File: src/rtl/pwrirq_pkg.sv
package pwrirq_pkg;

    localparam int LANE_W     = 8;
    localparam int NUM_EVT    = 4;

    // byte lanes inside the control word; bit positions within a lane
    localparam int LANE_PWR   = 0;
    localparam int LANE_RST   = 1;
    localparam int LANE_HC2   = 2;
    localparam int LANE_ACK   = 3;
    localparam int LANE_MASK  = 0;

    localparam int BIT_PWR     = 0;
    localparam int BIT_RST_ALL = 1;
    localparam int BIT_V18     = 3;
    localparam int BIT_ACK_BUS = 0;
    localparam int BIT_ACK_IO  = 1;

    localparam int WORD_CTRL  = 0;
    localparam int WORD_MASK  = 1;

    typedef enum int {
        EV_BUS_ON  = 0,
        EV_BUS_OFF = 1,
        EV_IO_LOW  = 2,
        EV_IO_HIGH = 3
    } evt_idx_e;

    typedef struct packed {
        logic               pwr_wr;
        logic               pwr_val;
        logic               rst_all;
        logic               hc2_wr;
        logic               v18_val;
        logic [NUM_EVT-1:0] ack_clr;
        logic               mask_wr;
        logic [NUM_EVT-1:0] mask_val;
    } wr_req_t;

    typedef struct packed {
        logic bus;
        logic v18;
    } trk_state_t;

    typedef struct packed {
        logic [NUM_EVT-1:0] stat;
        logic [NUM_EVT-1:0] mask;
    } stat_state_t;

endpackage

File: src/rtl/pwrirq_decode.sv
module pwrirq_decode
    import pwrirq_pkg::*;
#(
    parameter int BUS_W  = 32,
    parameter int ADDR_W = 4
) (
    input  logic               wr_en,
    input  logic [ADDR_W-1:0]  wr_addr,
    input  logic [BUS_W-1:0]   wr_data,
    input  logic [BUS_W/8-1:0] wr_be,
    output wr_req_t            req
);

    localparam int NUM_LANES = BUS_W / LANE_W;

    logic [NUM_LANES-1:0][LANE_W-1:0] lane;
    logic                             ctrl_hit;
    logic                             mask_hit;
    logic                             unused_bits;

    assign lane        = wr_data;
    assign ctrl_hit    = wr_en && (wr_addr == ADDR_W'(WORD_CTRL));
    assign mask_hit    = wr_en && (wr_addr == ADDR_W'(WORD_MASK));
    assign unused_bits = ^wr_data;

    always_comb begin
        req          = '0;
        req.rst_all  = ctrl_hit && wr_be[LANE_RST] && lane[LANE_RST][BIT_RST_ALL];
        req.pwr_wr   = ctrl_hit && wr_be[LANE_PWR];
        req.pwr_val  = lane[LANE_PWR][BIT_PWR];
        req.hc2_wr   = ctrl_hit && wr_be[LANE_HC2];
        req.v18_val  = lane[LANE_HC2][BIT_V18];
        if (ctrl_hit && wr_be[LANE_ACK]) begin
            if (lane[LANE_ACK][BIT_ACK_BUS]) begin
                req.ack_clr[EV_BUS_ON]  = 1'b1;
                req.ack_clr[EV_BUS_OFF] = 1'b1;
            end
            if (lane[LANE_ACK][BIT_ACK_IO]) begin
                req.ack_clr[EV_IO_LOW]  = 1'b1;
                req.ack_clr[EV_IO_HIGH] = 1'b1;
            end
        end
        req.mask_wr  = mask_hit && wr_be[LANE_MASK];
        req.mask_val = lane[LANE_MASK][NUM_EVT-1:0];
    end

endmodule

File: src/rtl/pwrirq_track.sv
module pwrirq_track
    import pwrirq_pkg::*;
(
    input  logic               clk,
    input  logic               rst_n,
    input  wr_req_t            req,
    output logic [NUM_EVT-1:0] evt_set,
    output logic               bus_on,
    output logic               io_18v
);

    trk_state_t st_d, st_q;

    always_comb begin
        st_d    = st_q;
        evt_set = '0;
        // a full reset overrides any power write riding in the same word
        if (req.rst_all) begin
            if (st_q.bus) begin
                evt_set[EV_BUS_OFF] = 1'b1;
                st_d.bus            = 1'b0;
            end
        end else if (req.pwr_wr && (req.pwr_val != st_q.bus)) begin
            if (req.pwr_val) evt_set[EV_BUS_ON]  = 1'b1;
            else             evt_set[EV_BUS_OFF] = 1'b1;
            st_d.bus = req.pwr_val;
        end
        if (req.hc2_wr && (req.v18_val != st_q.v18)) begin
            if (req.v18_val) evt_set[EV_IO_LOW]  = 1'b1;
            else             evt_set[EV_IO_HIGH] = 1'b1;
            st_d.v18 = req.v18_val;
        end
    end

    always_ff @(posedge clk or negedge rst_n) begin
        if (!rst_n) st_q <= '0;
        else        st_q <= st_d;
    end

    assign bus_on = st_q.bus;
    assign io_18v = st_q.v18;

endmodule

File: src/rtl/pwrirq_status.sv
module pwrirq_status
    import pwrirq_pkg::*;
(
    input  logic               clk,
    input  logic               rst_n,
    input  logic [NUM_EVT-1:0] evt_set,
    input  logic [NUM_EVT-1:0] ack_clr,
    input  logic               mask_wr,
    input  logic [NUM_EVT-1:0] mask_val,
    output logic [NUM_EVT-1:0] status,
    output logic               irq
);

    stat_state_t        ss_d, ss_q;
    logic [NUM_EVT-1:0] stat_nxt;

    // set beats clear, so a fresh event survives its own acknowledge
    for (genvar i = 0; i < NUM_EVT; i++) begin : g_bit
        assign stat_nxt[i] = evt_set[i] | (ss_q.stat[i] & ~ack_clr[i]);
    end

    always_comb begin
        ss_d      = ss_q;
        ss_d.stat = stat_nxt;
        if (mask_wr) ss_d.mask = mask_val;
    end

    always_ff @(posedge clk or negedge rst_n) begin
        if (!rst_n) ss_q <= '0;
        else        ss_q <= ss_d;
    end

    assign status = ss_q.stat;
    assign irq    = |(ss_q.stat & ss_q.mask);

endmodule

File: src/rtl/pwrirq_gen.sv
module pwrirq_gen
    import pwrirq_pkg::*;
#(
    parameter int BUS_W  = 32,
    parameter int ADDR_W = 4
) (
    input  logic               clk,
    input  logic               rst_n,
    input  logic               wr_en,
    input  logic [ADDR_W-1:0]  wr_addr,
    input  logic [BUS_W-1:0]   wr_data,
    input  logic [BUS_W/8-1:0] wr_be,
    output logic               irq,
    output logic [3:0]         evt_status,
    output logic               bus_on,
    output logic               io_18v
);

    wr_req_t            req;
    logic [NUM_EVT-1:0] evt_set;

    pwrirq_decode #(.BUS_W(BUS_W), .ADDR_W(ADDR_W)) u_dec (
        .wr_en   (wr_en),
        .wr_addr (wr_addr),
        .wr_data (wr_data),
        .wr_be   (wr_be),
        .req     (req)
    );

    pwrirq_track u_trk (
        .clk     (clk),
        .rst_n   (rst_n),
        .req     (req),
        .evt_set (evt_set),
        .bus_on  (bus_on),
        .io_18v  (io_18v)
    );

    pwrirq_status u_stat (
        .clk      (clk),
        .rst_n    (rst_n),
        .evt_set  (evt_set),
        .ack_clr  (req.ack_clr),
        .mask_wr  (req.mask_wr),
        .mask_val (req.mask_val),
        .status   (evt_status),
        .irq      (irq)
    );

endmodule

File: config.mk
export PLATFORM = sky130hd
export DESIGN_NAME = pwrirq_gen
export DESIGN_NICKNAME = d
export VERILOG_FILES = /design/src/rtl/pwrirq_pkg.sv /design/src/rtl/pwrirq_decode.sv /design/src/rtl/pwrirq_track.sv /design/src/rtl/pwrirq_status.sv /design/src/rtl/pwrirq_gen.sv
export SDC_FILE = /design/constraint.sdc
export NUM_CORES = 1
export LEC_CHECK = 0
export ABC_AREA = 1
export BUFFER_PORTS_ARGS = -buffer_cell sky130_fd_sc_hd__buf_2
export CORE_AREA = 2 2 42 44
export DETAILED_ROUTE_END_ITERATION = 7
export DIE_AREA = 0 0 44 46
export GPL_TIMING_DRIVEN = 0
export PLACE_DENSITY = 0.83
export SLEW_MARGIN = 20
export SYNTH_ARGS = -nofsm -noshare
export SYNTH_HDL_FRONTEND = slang
export SYNTH_SLANG_ARGS = --single-unit
File: constraint.sdc
create_clock -name clk -period 1.2 [get_ports clk]
set_input_delay 0 -clock clk [delete_from_list [all_inputs] [get_ports clk]]
set_output_delay 0 -clock clk [all_outputs]
set_load 0.02 [all_outputs]
==> results of run 1 <==
==> flip-flops by register name (all words and copies together), names as in the netlist <==
signal	flops
u_stat.status	4
u_trk.bus_on	1
u_trk.io_18v	1
u_stat.ss_q	4
==> critical path, delay by kind of cell (launching register included) <==
| kind | cells | cell delay, ns |
|---|---|---|
| buffers and inverters | 1 | 0.17 |
| AND/OR/NAND/NOR | 2 | 0.17 |
| flip-flops | 1 | 0.39 |
==> repair_timing <==
action / CTS / global route
hold buffers: 5 / 0
setup endpoints to repair: 0 / 0
endpoints found under the hold margin: 14 / 0
resized for setup: 0 / 0
==> cell families after synthesis <==
logic type	after synthesis	share of synthesized area
AOI/OAI and AO/OA	7	0.0659
xor gates and xnor gates	1	0.0165
buffers and inverters	12	0.113
DFF	10	0.471
and+or+nand+nor	36	0.334
==> report_power, final <==
group / switching [mW] / internal, mW
Sequential: 0.0423 / 0.397
Combinational: 0.145 / 0.127
Clock: 0.113 / 0.116
==> routing by layer <==
layer  part of all wire  up-vias  global-route usage
li1                   -      272                   -
met1               0.40      249               0.125
met2               0.52       15               0.262
met3              0.061        2              0.0476
met4              0.022        0              0.0727
met5                  0        -                   0
==> path summary, 6_finish.rpt <==
kind	startpoint	to	slack, ns	depth (start not counted)
max in group asynchronous	rst_n	u_trk.io_18v	0.90	2
hold reg to reg	u_stat.ss_q[3]	u_stat.ss_q[3]	0.49	2
min in group asynchronous	rst_n	u_stat.ss_q[2]	0.12	2
hold / removal	wr_be[2]	u_trk.io_18v	0.02	3
setup reg to reg	u_trk.io_18v	u_trk.io_18v	0.27	4
setup / recovery	u_stat.status[1]	irq	0.21	3
==> layout by cell type (no fill, tap or decap), types with 2 or more instances in the layout <==
| cell | n |
|---|---|
| sky130_fd_sc_hd__nand2_1 | 21 |
| sky130_fd_sc_hd__dfrtp_1 | 10 |
| sky130_fd_sc_hd__buf_4 | 4 |
| sky130_fd_sc_hd__nand3_1 | 4 |
| sky130_fd_sc_hd__nor2_1 | 4 |
| sky130_fd_sc_hd__clkbuf_4 | 3 |
| sky130_fd_sc_hd__inv_1 | 8 |
| sky130_fd_sc_hd__dlygate4sd3_1 | 5 |
| sky130_fd_sc_hd__o21ai_0 | 4 |
| sky130_fd_sc_hd__o21ai_1 | 3 |
| sky130_fd_sc_hd__buf_2 | 25 |
| sky130_fd_sc_hd__nor2_4 | 2 |
==> area by class of cell <==
class                   instances  area [um2]  share of cell area
flip-flops and latches         10         250               0.333
multi-input cells              44         221               0.295
repair buffers                 30         175               0.233
plain buffers                   4        30.0              0.0400
inverters                       8        30.0              0.0400
clock buffers                   3        22.5              0.0300
well taps                      17        21.3              0.0283
==> metrics.md, run 1 <==
| Metric | Value |
|---|---|
| Status | `finished clean` |
| Weighted congestion at the end of routability-driven global placement | `0.760` |
| Count of flip-flops with a built-in enable after synthesis | `0` |
| Number of I/O pins | `50` |
| Commonest cells in the netlist | `sky130_fd_sc_hd__nand2_1 (21), sky130_fd_sc_hd__dfrtp_1 (10), sky130_fd_sc_hd__inv_1 (8)` |
| Largest voltage drop on the vdd net | `470 uV` |
| Post-Route WL | `1160 um` |
| Count of different cell masters after synthesis | `15` |
| Clock edge transition at the registers on the reported setup and hold paths | `0.06 ns` |
| Setup slack of the critical path after layout | `0.206 ns` |
| Dominant cell by count in the synthesized netlist | `sky130_fd_sc_hd__nand2_1` |
| Filler cell count in the final layout | `156` |
| Dpl cells | `between 100 and 150` |
| Placeable core region | `1610 um2` |
| Share of layout cells above drive strength 1 | `0.384` |
| Pwr dens | `1250 nW/um2` |
| Worst min-delay path class | `input port to register` |
| Overall global routing resource usage | `0.137` |
| Leading area contributor after synthesis | `sky130_fd_sc_hd__dfrtp_1` |
| Sum of negative setup slack | `0 ns` |
| Final routed DRC violation total | `0` |
| Number of antenna violations at the first check in global routing | `0` |
| Flops & latches, synth | `10` |
| Vias per Instance | `4.64` |
| Max-cap violations | `0` |
| Element type at the critical path end | `primary output` |
| Arrival time reported for the critical path endpoint | `0.99 ns` |
| Total Die Area | `2020 um2` |
| Router iterations before antenna repair | `3` |
| Antenna fix cells | `0` |
| Net count after synthesis | `109` |
| Final Hold Viols | `0` |
| Synth Warn # | `0` |
| Min Tclk post-route | `0.994 ns` |
| Wirelength per Cell | `9.97 um` |
| Post-CTS Setup Inserts | `0` |
| Max_slew headroom | `0.852` |
| Leakage Power | `0.422 nW` |
| Instance area after placement | `between 600 and 700 um2` |
| Starting utilization of the core area | `0.329` |
| CTS tree | `done` |
| Final instance area | `approximately 750 um2` |
| Upper clock frequency limit | `1010 MHz` |
| Top post-synthesis cells by area | `sky130_fd_sc_hd__dfrtp_1 (47%), sky130_fd_sc_hd__nand2_1 (15%), sky130_fd_sc_hd__buf_4 (5.6%)` |
| RSZ-0062 raised after global routing | `false` |
| Estimated wirelength of the detail-placed design | `around 950 um` |
| Post-layout nets | `144` |
| Final cell count without fillers | `116` |
| Worst slack at placement | `0.270 ns` |
| Dominant register cell in the synthesized netlist | `sky130_fd_sc_hd__dfrtp_1` |
| Post-route ant nets | `0` |
| Worst clock skew | `0.000301 ns` |
| Routed vias | `538` |
| Clock sink count | `10` |
| Vias in the first global route | `about 500` |
| Std cell rows | `15` |
| Clock latency on the worst-skew pair | `0.27 ns` |
| Netlist area before placement | `532 um2` |
| Crit path largest cell delay | `0.39 ns` |
| Buffer depth of the longest clock path | `2` |
| Worst-Margin Slew | `0.223 ns` |
| Max-slew violation total from the final report | `0` |
| Pin count of the biggest net entering global routing | `11` |
| Chip Height | `roughly 46 um` |
| Highest-delay cell along the critical path | `sky130_fd_sc_hd__dfrtp_1` |
| Total Power | `0.940 mW` |
| Crit share post-route | `0.829` |
| Synthesized area divided by synthesized cell count | `around 8 um2` |
| Count of mapped cells out of synthesis | `66` |
| Root buffer cell | `sky130_fd_sc_hd__clkbuf_4` |
| CP startpoint kind | `register` |
| FFs w/ async S/R, synth | `1.00` |
| Number of buffers created by CTS | `3` |
| Peak fanout along the critical path | `3` |
| Port-buffer cells | `25` |
| Startpoint-to-endpoint class of the critical path | `register to primary output` |
| Overall overflow remaining after global route | `0` |
| Layout area overhead | `41.2%` |
| Synth top area share | `0.471` |
| Number of setup violations in the final report | `0` |
| Global-route wire length before repair | `slightly below 2000 um` |
| Required time of the critical path | `between 1 and 1.5 ns` |
| H-tree levels | `1` |
| Critical path cell sequence | `nand2_1, nand4_1, buf_2` |
| Die extent in x | `44 um` |
| Share of synthesized area occupied by flip-flops and latches | `0.471` |
| Hold_ws | `0.0243 ns` |
| Iteration-0 DRC Markers | `4` |
| Final Util | `0.465` |
Note: power is estimated with default switching activity, not from simulation.
==> run 2, diff against run 1 <==
--- a/config.mk
+++ b/config.mk
@@ -5,13 +5,13 @@
 export SDC_FILE = /design/constraint.sdc
 export NUM_CORES = 1
 export LEC_CHECK = 0
-export ABC_AREA = 1
+export ABC_AREA = 0
 export BUFFER_PORTS_ARGS = -buffer_cell sky130_fd_sc_hd__buf_2
-export CORE_AREA = 2 2 42 44
+export CORE_AREA = 2 2 44 46
 export DETAILED_ROUTE_END_ITERATION = 7
-export DIE_AREA = 0 0 44 46
+export DIE_AREA = 0 0 46 48
 export GPL_TIMING_DRIVEN = 0
-export PLACE_DENSITY = 0.83
+export PLACE_DENSITY = 0.79
 export SLEW_MARGIN = 20
 export SYNTH_ARGS = -nofsm -noshare
 export SYNTH_HDL_FRONTEND = slang
==> constraint.sdc (replaced) <==
create_clock -name clk -period 0.8 [get_ports clk]
set_input_delay 0 -clock clk [delete_from_list [all_inputs] [get_ports clk]]
set_output_delay 0 -clock clk [all_outputs]
set_load 0.02 [all_outputs]
==> metrics.md, run 2 <==
| Metric | Value |
|---|---|
| Routed vias | `520 (-3.3%)` |
| Number of antenna violations at the first check in global routing | `0 (unchanged)` |
| Commonest cells in the netlist | `sky130_fd_sc_hd__dfrtp_1 (10), sky130_fd_sc_hd__buf_4 (4), sky130_fd_sc_hd__mux2_1 (4)` |
| Global-route wire length before repair | `2230 um (+16%)` |
| Final instance area | `947 um2 (+26%)` |
| Count of mapped cells out of synthesis | `47 (-29%)` |
| H-tree levels | `1 (unchanged)` |
| Die extent in x | `46 um (+4.5%)` |
| CTS tree | `done` |
| Endpoint, Worst Hold | `u_stat.status[2]` |
| Overall global routing resource usage | `0.148 (+0.0112)` |
| Vias per Instance | `5.20 (+12%)` |
| Chip Height | `48 um (+4.3%)` |
| Worst min-delay path class | `input port to register` |
| Total Die Area | `2210 um2 (+9.1%)` |
| Dominant cell by count in the synthesized netlist | `sky130_fd_sc_hd__dfrtp_1` |
| RSZ-0062 raised after global routing | `true` |
| Flops & latches, synth | `10 (unchanged)` |
| Overall overflow remaining after global route | `0 (unchanged)` |
| Port-buffer cells | `24 (-4.0%)` |
| Hold_ws | `0.0153 ns (-0.00895 ns)` |
| Seq. cell area | `251 um2 (+0.50%)` |
| FFs w/ async S/R, synth | `1.00 (unchanged)` |
| Arrival time reported for the critical path endpoint | `1.08 ns (+0.09 ns)` |
| Netlist area before placement | `518 um2 (-2.6%)` |
| Total Power | `1.62 mW (+72%)` |
| Clock sink count | `10 (unchanged)` |
| Synthesized area divided by synthesized cell count | `11.0 um2 (+37%)` |
| Area occupied by multi-input gates | `304 um2 (+37%)` |
| Highest-delay cell along the critical path | `sky130_fd_sc_hd__dfrtp_1` |
| Std cell rows | `15 (unchanged)` |
| Antenna fix cells | `0 (unchanged)` |
| Pwr dens | `1710 nW/um2 (+37%)` |
| Count of different cell masters after synthesis | `22 (+7)` |
| Placeable core region | `1690 um2 (+4.7%)` |
| Setup slack of the critical path after layout | `-0.283 ns (-0.489 ns)` |
| Worst clock skew | `0.000139 ns (-0.000161 ns)` |
| Router iterations before antenna repair | `4 (+1)` |
| Layout area overhead | `82.9%` |
| Max-slew violation total from the final report | `0 (unchanged)` |
| Total buffers and inverters traversed by the critical path | `1 (unchanged)` |
| Max-cap violations | `0 (unchanged)` |
| Final cell count without fillers | `100 (-14%)` |
| Crit path largest cell delay | `0.41 ns (+0.02 ns)` |
| Dominant register cell in the synthesized netlist | `sky130_fd_sc_hd__dfrtp_1` |
| Post-route ant nets | `0 (unchanged)` |
| Final Util | `0.561 (+0.0956)` |
| Vias in the first global route | `547 (+8.1%)` |
| Upper clock frequency limit | `923 MHz` |
| Synth top area share | `0.483 (+0.0125)` |
| Max_slew headroom | `0.811 (-0.0411)` |
| Clock edge transition at the registers on the reported setup and hold paths | `0.06 ns (about the same)` |
| Worst flop-to-flop path endpoint | `u_stat.status[0]` |
| Required time of the critical path | `0.80 ns (-0.40 ns)` |
| Element type at the critical path end | `primary output` |
| Root buffer cell | `sky130_fd_sc_hd__clkbuf_4` |
| Largest delay share family, worst path | `flip-flops` |
| Commonest cells after routing, fill and taps aside | `sky130_fd_sc_hd__buf_6 (16), sky130_fd_sc_hd__buf_2 (15), sky130_fd_sc_hd__dfrtp_1 (9)` |
| Hold path cells | `2 (-1)` |
| Startpoint-to-endpoint class of the critical path | `register to primary output` |
| Status | `finished with violations` |
| Estimated wirelength of the detail-placed design | `928 um (-2.7%)` |
| Post-Route WL | `1450 um (+26%)` |
| Final routed DRC violation total | `0 (unchanged)` |
| Synth Warn # | `0 (unchanged)` |
| Dpl cells | `88 (-19%)` |
| Peak fanout along the critical path | `2 (-1)` |
| Iteration-0 DRC Markers | `9 (+5)` |
| Leading area contributor after synthesis | `sky130_fd_sc_hd__dfrtp_1` |
| Leakage Power | `0.455 nW (+7.8%)` |
| Worst min-delay path startpoint | `wr_data[19]` |
| Buffer depth of the longest clock path | `2 (unchanged)` |
| Instance area after placement | `709 um2 (+4.6%)` |
| Crit share post-route | `1.35` |
| Leading cell type in the layout, fill and taps excluded | `sky130_fd_sc_hd__buf_6` |
| Worst-Margin Slew | `0.284 ns (+0.0616 ns)` |
| Min Tclk post-route | `roughly 1.1 ns` |
| Post-layout nets | `128 (-11%)` |
| CP startpoint kind | `register` |
| Pin count of the biggest net entering global routing | `11 (unchanged)` |
| Critical path cell sequence | `a22oi_2, nand2_1, buf_6` |
| Reg2reg start | `u_stat.status[0]` |
| Share of layout cells above drive strength 1 | `0.639 (+0.255)` |
| Share of synthesized area occupied by flip-flops and latches | `0.483 (+0.0125)` |
| Starting utilization of the core area | `0.307 (-0.0228)` |
| Number of I/O pins | `50 (unchanged)` |
| Wirelength per Cell | `14.5 um (+46%)` |
| Weighted congestion at the end of routability-driven global placement | `0.716 (-5.7%)` |
| Largest voltage drop on the vdd net | `931 uV (+98%)` |
| Count of flip-flops with a built-in enable after synthesis | `0 (unchanged)` |
| Top post-synthesis cells by area | `sky130_fd_sc_hd__dfrtp_1 (48%), sky130_fd_sc_hd__mux2_1 (8.7%), sky130_fd_sc_hd__a32o_1 (5.8%)` |
| Final Hold Viols | `0 (unchanged)` |
| Worst Reg2Reg Path Length in Cells | `4 (unchanged)` |
| Failing checks | `negative setup slack` |
| Clock latency on the worst-skew pair | `0.26 ns (about the same)` |
| Net count after synthesis | `90 (-17%)` |
| Reg2reg setup slack | `-0.15 ns (-0.42 ns)` |
| Worst slack at placement | `-0.639 ns (-0.908 ns)` |
| Sum of negative setup slack | `-2.31 ns (-2.31 ns)` |
| Number of setup violations in the final report | `17 (+17)` |
| Filler cell count in the final layout | `147 (-5.8%)` |
| Number of buffers created by CTS | `3 (unchanged)` |
==> run 2: per-layer routing <==
metal	vias up	GRT usage	wire length, um
met5	-	0	0
met4	0	0.0857	15
met3	2	0.0528	102
met2	24	0.247	726
met1	248	0.162	607
li1	246	-	-
==> run 2: power breakdown <==
part	switching [mW]	internal, mW
sequential	0.0905	0.593
clock	0.157	0.173
combinational	0.236	0.370
==> run 2: how the worst max path moves through the flow <==
| stage | startpoint | endpoint | slack, ns | depth (start not counted) |
|---|---|---|---|---|
| floorplan | wr_addr[1] | u_stat.status[1] | -0.47 | 4 |
| global placement | wr_addr[1] | u_stat.status[1] | -0.63 | 5 |
| detailed placement | wr_addr[1] | u_stat.status[1] | -0.64 | 5 |
| CTS | u_stat.ss_q[2] | irq | -0.28 | 3 |
| global route | u_stat.status[0] | irq | -0.33 | 3 |
| finish | u_stat.status[0] | irq | -0.28 | 3 |
==> run 2: cell families (layout without fill, tap and decap cells) <==
family | after synthesis | after routing | synth area share
mux | 5 | 5 | 0.106
buf+inv | 10 | 46 | 0.104
simple gates | 11 | 11 | 0.140
flops | 10 | 10 | 0.483
compound gates | 11 | 11 | 0.167
==> run 2: timing repair <==
action	in CTS	in global routing
setup buffers	5	2
endpoints found under the setup margin	17	17
gates cloned	0	0
pin swaps	4	1
gates resized for setup	27	9
hold buffers	4	0
hold endpoints to repair	13	0
==> run 2: final cells by class <==
class	instances	share of cell area
multi-input combinational	27	0.321
timing repair buffer	35	0.300
sequential	10	0.266
buffer	5	0.0555
clock buffer	3	0.0238
tap	17	0.0225
inverter	3	0.0119
